--- config.mk ---
export PLATFORM = sky130hd
export DESIGN_NAME = scl_clock_gen
export DESIGN_NICKNAME = d
export VERILOG_FILES = /design/src/rtl/scl_clock_gen.sv
export SDC_FILE = /design/constraint.sdc
export NUM_CORES = 1
export LEC_CHECK = 0
export CAP_MARGIN = 20
export CORE_MARGIN = 2
export CORE_UTILIZATION = 55
export DETAILED_ROUTE_END_ITERATION = 6
export DONT_BUFFER_PORTS = 1
export MAX_ROUTING_LAYER = met4
export PLACE_DENSITY = 0.78
export SLEW_MARGIN = 30
export SYNTH_ARGS = -nofsm -noshare
export SYNTH_HDL_FRONTEND = slang
export SYNTH_SLANG_ARGS = --single-unit
--- constraint.sdc ---
create_clock -name clk -period 2.9 [get_ports clk]
set_input_delay 0.145 -clock clk [delete_from_list [all_inputs] [get_ports clk]]
set_output_delay 0.145 -clock clk [all_outputs]
set_load 0.03 [all_outputs]
--- src/rtl/scl_clock_gen.sv ---
module scl_clock_gen #(
  parameter int PSC_W = 8,
  parameter int CNT_W = 8
) (
  input  logic             clk,
  input  logic             rst_n,
  input  logic             en,
  input  logic [PSC_W-1:0] psc,
  input  logic [CNT_W-1:0] low_cnt,
  input  logic [CNT_W-1:0] high_cnt,
  input  logic             scl_in,
  output logic             scl_drive_low,
  output logic             rise_tick,
  output logic             fall_tick,
  output logic             cfg_fault
);

  localparam logic [PSC_W-1:0] BAD_PSC = PSC_W'(2);
  localparam logic [CNT_W-1:0] BAD_LO  = CNT_W'(2);
  localparam logic [CNT_W-1:0] BAD_HI  = CNT_W'(2);

  typedef enum logic [1:0] {ST_IDLE, ST_LOW, ST_WAIT, ST_HIGH} st_t;

  st_t              state, nxt;
  logic [PSC_W-1:0] pcnt;
  logic [CNT_W-1:0] cnt;
  logic             s1, s2, sp;
  logic             restart;
  logic             fault_q, rise_q, fall_q;

  wire illegal = (psc == BAD_PSC) && (low_cnt == BAD_LO) && (high_cnt == BAD_HI);
  wire tick    = (pcnt == psc);
  wire fell    = sp & ~s2;
  wire lo_last = ({1'b0, cnt} + 1'b1) >= {1'b0, low_cnt};
  wire hi_last = ({1'b0, cnt} + 1'b1) >= {1'b0, high_cnt};

  assign scl_drive_low = (state == ST_LOW);
  assign rise_tick     = rise_q;
  assign fall_tick     = fall_q;
  assign cfg_fault     = fault_q;

  always_comb begin
    nxt     = state;
    restart = 1'b0;
    unique case (state)
      ST_IDLE: begin
        restart = 1'b1;
        if (en && !illegal) nxt = ST_LOW;
      end
      ST_LOW: begin
        restart = fell | s2;
        if (!restart && tick && lo_last) begin
          nxt     = ST_WAIT;
          restart = 1'b1;
        end
      end
      ST_WAIT: begin
        restart = 1'b1;
        if (s2) nxt = ST_HIGH;
      end
      ST_HIGH: begin
        if (fell || (tick && hi_last)) begin
          nxt     = ST_LOW;
          restart = 1'b1;
        end
      end
      default: nxt = ST_IDLE;
    endcase
    if (!en || illegal) begin
      nxt     = ST_IDLE;
      restart = 1'b1;
    end
  end

  always_ff @(posedge clk or negedge rst_n) begin
    if (!rst_n) begin
      state   <= ST_IDLE;
      pcnt    <= '0;
      cnt     <= '0;
      s1      <= 1'b1;
      s2      <= 1'b1;
      sp      <= 1'b1;
      fault_q <= 1'b0;
      rise_q  <= 1'b0;
      fall_q  <= 1'b0;
    end else begin
      s1      <= scl_in;
      s2      <= s1;
      sp      <= s2;
      state   <= nxt;
      fault_q <= en && illegal;
      rise_q  <= (nxt == ST_HIGH) && (state != ST_HIGH);
      fall_q  <= (nxt == ST_LOW) && (state != ST_LOW);
      if (restart) begin
        pcnt <= '0;
        cnt  <= '0;
      end else if (tick) begin
        pcnt <= '0;
        cnt  <= cnt + 1'b1;
      end else begin
        pcnt <= pcnt + 1'b1;
      end
    end
  end

  AST_DISABLE_RELEASES: assert property (@(posedge clk) disable iff (!rst_n)
    !en |=> (!scl_drive_low && !cfg_fault));
  AST_RISE_AFTER_LINE_HIGH: assert property (@(posedge clk) disable iff (!rst_n)
    rise_tick |-> ($past(s2) && $past(state == ST_WAIT)));
  AST_STRETCH_NO_RISE: assert property (@(posedge clk) disable iff (!rst_n)
    (state == ST_WAIT && !s2) |=> !rise_tick);
  AST_FAULT_RELEASED: assert property (@(posedge clk) disable iff (!rst_n)
    cfg_fault |-> !scl_drive_low);
  AST_FALL_WITH_DRIVE: assert property (@(posedge clk) disable iff (!rst_n)
    fall_tick |-> scl_drive_low);
  AST_TICKS_EXCLUSIVE: assert property (@(posedge clk) disable iff (!rst_n)
    !(rise_tick && fall_tick));

endmodule

======== Word-level counts from Yosys, hierarchy flattened ========
Cells that the tools add are included.
word-level totals
  register bits ........................... 24
  input port bits ......................... 28
  output and inout port bits .............. 4
  logic and storage cells ................. 59
operators by class
  $add $sub $neg .......................... 3
  magnitude comparators ................... 2
  eq/ne operators ......................... 11
  muxes and demuxes ....................... 14
  bitwise logic cells ..................... 3
  reductions and logical operators ........ 17
operator list
  cell                                                                     count
  8-bit two-way mux                                                        4
  8-bit by 2-bit equality test with 1-bit output, second input constant    3
  9-bit by 8-bit greater-or-equal comparator with 1-bit output             2
  8-bit by 1-bit adder with 8-bit output, second input constant            2
  2-bit two-way mux                                                        5
  8-bit by 1-bit adder with 9-bit output, second input constant            1
  1-bit logical AND                                                        9
  8-bit equality test                                                      1
  2-bit one-hot mux with 4 select lines                                    1
  2-bit equality test, second input constant                               3
  2-bit by 1-bit equality test with 1-bit output, second input constant    2
  1-bit zero test                                                          3
  1-bit two-way mux                                                        3
  1-bit one-hot mux with 3 select lines                                    1
  2-bit zero test                                                          1
  1-bit logical OR                                                         2
  2-bit by 1-bit inequality test with 1-bit output, second input constant  1
  2-bit inequality test, second input constant                             1
  2-bit nonzero test                                                       1
  2-bit OR reduction                                                       1
  1-bit AND                                                                1
  1-bit NOT                                                                1
  1-bit bitwise OR                                                         1

======== Longest topological paths before layout ========
  depth in word-level cells ............... 11
  depth in mapped cells ................... 11
  depth with buffers taken out ............ 11

======== Worst setup path before layout ========
OpenSTA, ideal clock, no wires.
  path type ............................... register to register
  start point ............................. register cnt[2]
  end point ............................... register state[0]
  setup time .............................. 0.126 ns
  arrival ................................. 2.368 ns
  required time ........................... 2.774 ns
  slack ................................... 0.406 ns
  stages on the path, launching flop included .. 12
  path buffers ............................ 0
  clock period less this slack ............ 2.494 ns
  cells stage by stage .................... dfrtp_1 > nand3_1 > nor2_1 > nand3_1 > xnor2_1 > ha_1 > and3_1 > nand3_1 > a21oi_1 > a2111oi_4 > or3_1 > o311a_1
between the ends
  cells in the longest elaborated chain, start to end .. 7
  elaborated cells on any way between the ends .. 10
  those cells by class .................... add/sub: 1; order compare: 2; mux: 4; reduce/logical: 3
RTL lines
  item                                                          RTL line  source
  start, declared                                               26        logic [CNT_W-1:0] cnt;
  start signal, assigned                                        99        cnt <= cnt + 1'b1;
  8-bit by 1-bit adder with 9-bit output *                      34, 35
  9-bit by 8-bit greater-or-equal comparator with 1-bit output  35        wire hi_last = ({1'b0, cnt} + 1'b1) >= {1'b0, high_cnt};
  1-bit logical AND                                             62        if (fell || (tick && hi_last)) begin
  1-bit logical OR                                              62
  2-bit two-way mux                                             62
  2-bit one-hot mux with 4 select lines *                       45        unique case (state)
  2-bit two-way mux *                                           69        if (!en || illegal) begin
  named net nxt[0]                                              24        st_t state, nxt;
  end signal, assigned                                          90        state <= nxt;
  end, declared                                                 24
Mark *: on every way through the listed nets, which the timed path passes. The rest lies on a longest branch.
A chain may end at the register's enable or synchronous reset.

======== Worst setup path in the final report ========
  start point ............................. register cnt[0]
  end point ............................... register cnt[0]
between the ends
  cells in the longest elaborated chain, start to end .. 8
  elaborated cells on any way between the ends .. 14
  those cells by class .................... add/sub: 2; order compare: 2; mux: 6; reduce/logical: 4
RTL lines
  item                                                          RTL line
  8-bit by 1-bit adder with 9-bit output                        34, 35
  9-bit by 8-bit greater-or-equal comparator with 1-bit output  35
  1-bit logical AND                                             62
  1-bit logical OR                                              62
  1-bit two-way mux                                             62
  1-bit one-hot mux with 3 select lines                         45
  1-bit two-way mux                                             69
  8-bit two-way mux or 2-bit nonzero test (tied branches)       --
Several ways; a longest one is shown, not always the timed one. The select of a mux whose other input is x is not followed.

==> flow_summary_export.csv <==
group,metric,value,unit
outcome,status,"finished, final reports clean",
worst_setup_path,cp.required,3.15,ns
synth,synth_edf_count,0,
placement,dp_hpwl,3010,um
worst_setup_path,max_stage_delay,0.43,ns
detailed_routing,vias,1384,
synth,synthCells,183,
timing,max_freq,0.361,GHz
detailed_routing,antenna_left,0,
pwr,switching_power,151,uW
cells_and_area,drive_gt1_share,21.2,%
synth,syn-num-nets,229,
synth,synth_xor_area_share,12.8,%
cells_and_area,antenna_cells,0,
pwr,combPwrFrac,9.8,%
detailed_routing,drtPass1Iterations,4,
pwr,ir_worst_vdd,0.271,mV
cells_and_area,area_growth_syn_to_layout,12.1,%
synth,synth_compound_area_share,13.3,%
synth,postSynth.topFlopCell,"dfrtp_1",
worst_hold_path,hp-class,"input port to flip-flop",
detailed_routing,drtIter0Drc,84,
grt,grt_max_degree,25,
pwr,seqPwrFrac,52.4,%
synth,synthAdderAreaFrac,12.7,%
timing,post-route-period-util,95.5,%
synth,avgSynthCellArea,9.69,um^2
clock_network,clk_latency,0.34,ns
synth,synthDistinctLibCells,43,
timing,min_period,2.77,ns
timing,skew,0.0164,ns
timing,setup_viol,0,
pwr,p_int,508,uW
detailed_routing,postRouteWirelength,4070,um
cells_and_area,fin_nets,240,
synth,synth_mux_area_share,0.565,%
synth,async_flop_share,100,%
synth,synth_top_family_by_area,"simple AND/OR/NAND/NOR gates",
floorplan,core_area,0.00305,mm^2
grt,grt_overflow,0,
pwr,p_sw_share,23.0,%
cells_and_area,layoutNonFillerInstCount,237,
pwr,power_density,332,mW/mm^2
grt,grt_use_total,24.2,%
floorplan,rows,20,
cells_and_area,fillers,235,
clock_network,clock_sinks,24,
floorplan,pin_count,32,
timing,worst_pin_slew,0.447,ns
synth,syn_area,0.00177,mm^2
placement,globalplace.congestion,0.933,
worst_setup_path,worstPathCellList,"ha_2 -> nand3_2 -> nor2_4 -> xor2_2 -> ha_1 -> a21oi_1 -> o221ai_2 -> nor4_4 -> o211ai_4 -> buf_12 -> o22ai_1",
clock_network,clkTransAtPathRegs,0.15,ns
worst_setup_path,worstSetupPathType,"flip-flop to flip-flop",
floorplan,die_w,60.8,um
clock_network,h-tree-depth,1,
cells_and_area,stdcell_area,0.00199,mm^2
worst_setup_path,start_kind,"flip-flop",
job,maxCapViolations,0,
placement,dpl_cell_area,0.00184,mm^2
clock_network,numCtsBuffers,3,
timing,finalSetupTns,0,ns
synth,ys_warn_count,0,
grt,grt_pass1_vias,1421,
placement,portBuffers,0,
clock_network,cts_buffer_depth,2,
detailed_routing,drc,0,
pwr,power.share.clock,37.8,%
detailed_routing,avgRoutedWirePerCell,17.2,um
timing,worst_slack,0.129,ns
clock_network,cts_tree,"built",
detailed_routing,vias_per_cell,5.84,
floorplan,start_util,58.1,%
worst_setup_path,critPathMaxFanout,16,
placement,dp_cells,227,
pwr,leakage,0.851,nW
synth,ys_ff_latch,24,
floorplan,die-area,0.00369,mm^2
clock_network,cts-root-buf,"clkbuf_4",
grt,grt_pass1_wl,6370,um
placement,pre_cts_ws,0.0950,ns
synth,seq_area_frac_synth,34.1,%
worst_setup_path,crit_slowest_cell,"dfrtp_2",
timing,relSlewSlack,69.9,%
grt,antenna_found_initial,0,
worst_setup_path,crit_path_end_kind,"flip-flop",
timing,hold_violations,0,
timing,slew_viol_final,0,
floorplan,die_y,60.8,um
synth,synth-simple-area-share,21.4,%
worst_setup_path,cp_data_arrival_time,3.02,ns
## power by group through the flow
stage               Sequential (mW)  Combinational (mW)  Clock (mW)
finish                        0.345              0.0646       0.249
global route                  0.346              0.0718       0.270
CTS                           0.345              0.0621       0.253
detailed placement            0.351              0.0492           0
global placement              0.351              0.0470           0
floorplan                     0.350              0.0393           0
## metrics by stage
step                      hold WS [ns]  util, %  power (mW)
after floorplan                 -0.151        -       0.390
after global placement          -0.150     60.2       0.398
after detailed placement        -0.150     60.2       0.400
after CTS                      0.00142     63.3       0.660
after global routing            0.0191     65.1       0.688
final                           0.0236     65.1       0.659
## cell type report
| type | count | area (um^2) | share of cell area [%] |
|---|---|---|---|
| repair buffers | 8 | 92.6 | 4.66 |
| well taps | 44 | 55.1 | 2.77 |
| multi-input cells | 137 | 1110 | 55.7 |
| clock inverters | 1 | 30.0 | 1.51 |
| flip-flops and latches | 24 | 606 | 30.5 |
| inverters | 20 | 75.1 | 3.78 |
| clock buffers | 3 | 22.5 | 1.13 |
## registers in the layout (all words and copies together) (netlist names)
signal / flops
s1: 1
state: 2
sp: 1
cnt: 8
fall_tick: 1
cfg_fault: 1
s2: 1
rise_tick: 1
pcnt: 8
## metal layers
| metal | track usage, % | part of all wire [%] |
|---|---|---|
| met3 | 6.61 | 8.2 |
| met4 | 8.39 | 2.1 |
| met1 | 29.8 | 41 |
| met5 | - | 0 |
| met2 | 38.1 | 49 |
## cell families (layout without fill, tap and decap cells)
group | count (synthesis) | after routing
flops | 24 | 24
simple gates | 65 | 65
fa+ha+maj | 18 | 18
compound gates | 27 | 27
xor+xnor | 26 | 26
buf+inv | 22 | 32
mux | 1 | 1
## cells in the mapped netlist (all sizes together) (4+ instances only)
cell | number | area [um^2]
nor4 | 5 | 46.3
and3 | 4 | 30.0
a21oi | 13 | 72.6
xnor2 | 16 | 140
nand3 | 9 | 50.1
inv | 20 | 75.1
ha | 18 | 225
nand4 | 4 | 25.0
nor2 | 21 | 114
dfrtp | 21 | 526
nand2 | 10 | 37.5
xor2 | 10 | 87.6
## worst max-delay path: cells and delay by family (launching register included)
family	cells	cell delay [ns]
AOI/OAI and AO/OA	4	0.63
xor gates and xnor gates	1	0.19
adders and majority gates	2	0.50
buffers and inverters	1	0.17
DFF	1	0.43
and+or+nand+nor	3	0.76
## cell usage in the layout, fill, tap and decap left out, types with 4 or more instances in the layout
cell and count:
xnor2_1 15, nor4_1 4, xor2_1 9, dfrtp_1 20
nor2_1 8, inv_1 20, nor2_2 11, a21oi_1 11
nand2_1 10, nand4_1 4, ha_1 17, nand3_1 8
## worst paths after layout
check,start,slack (ns),endpoint,cells after the start
worst min register to register,s1,0.37,s2,0
max in group asynchronous,rst_n,2.45,s1,2
worst max register to register,cnt[0],0.13,cnt[0],11
worst max-delay path,cnt[0],0.13,cnt[0],11
min in group asynchronous,rst_n,0.21,pcnt[4],2
worst min-delay path,low_cnt[4],0.02,cfg_fault,3
## timing repair
action | 4_1_cts | 5_1_grt
setup endpoints to repair | 0 | 18
hold buffers | 3 | 1
hold endpoints to repair | 25 | 1
setup buffers | 0 | 2
gates resized for setup | 0 | 7
Note: power is estimated with default switching activity, not from simulation.
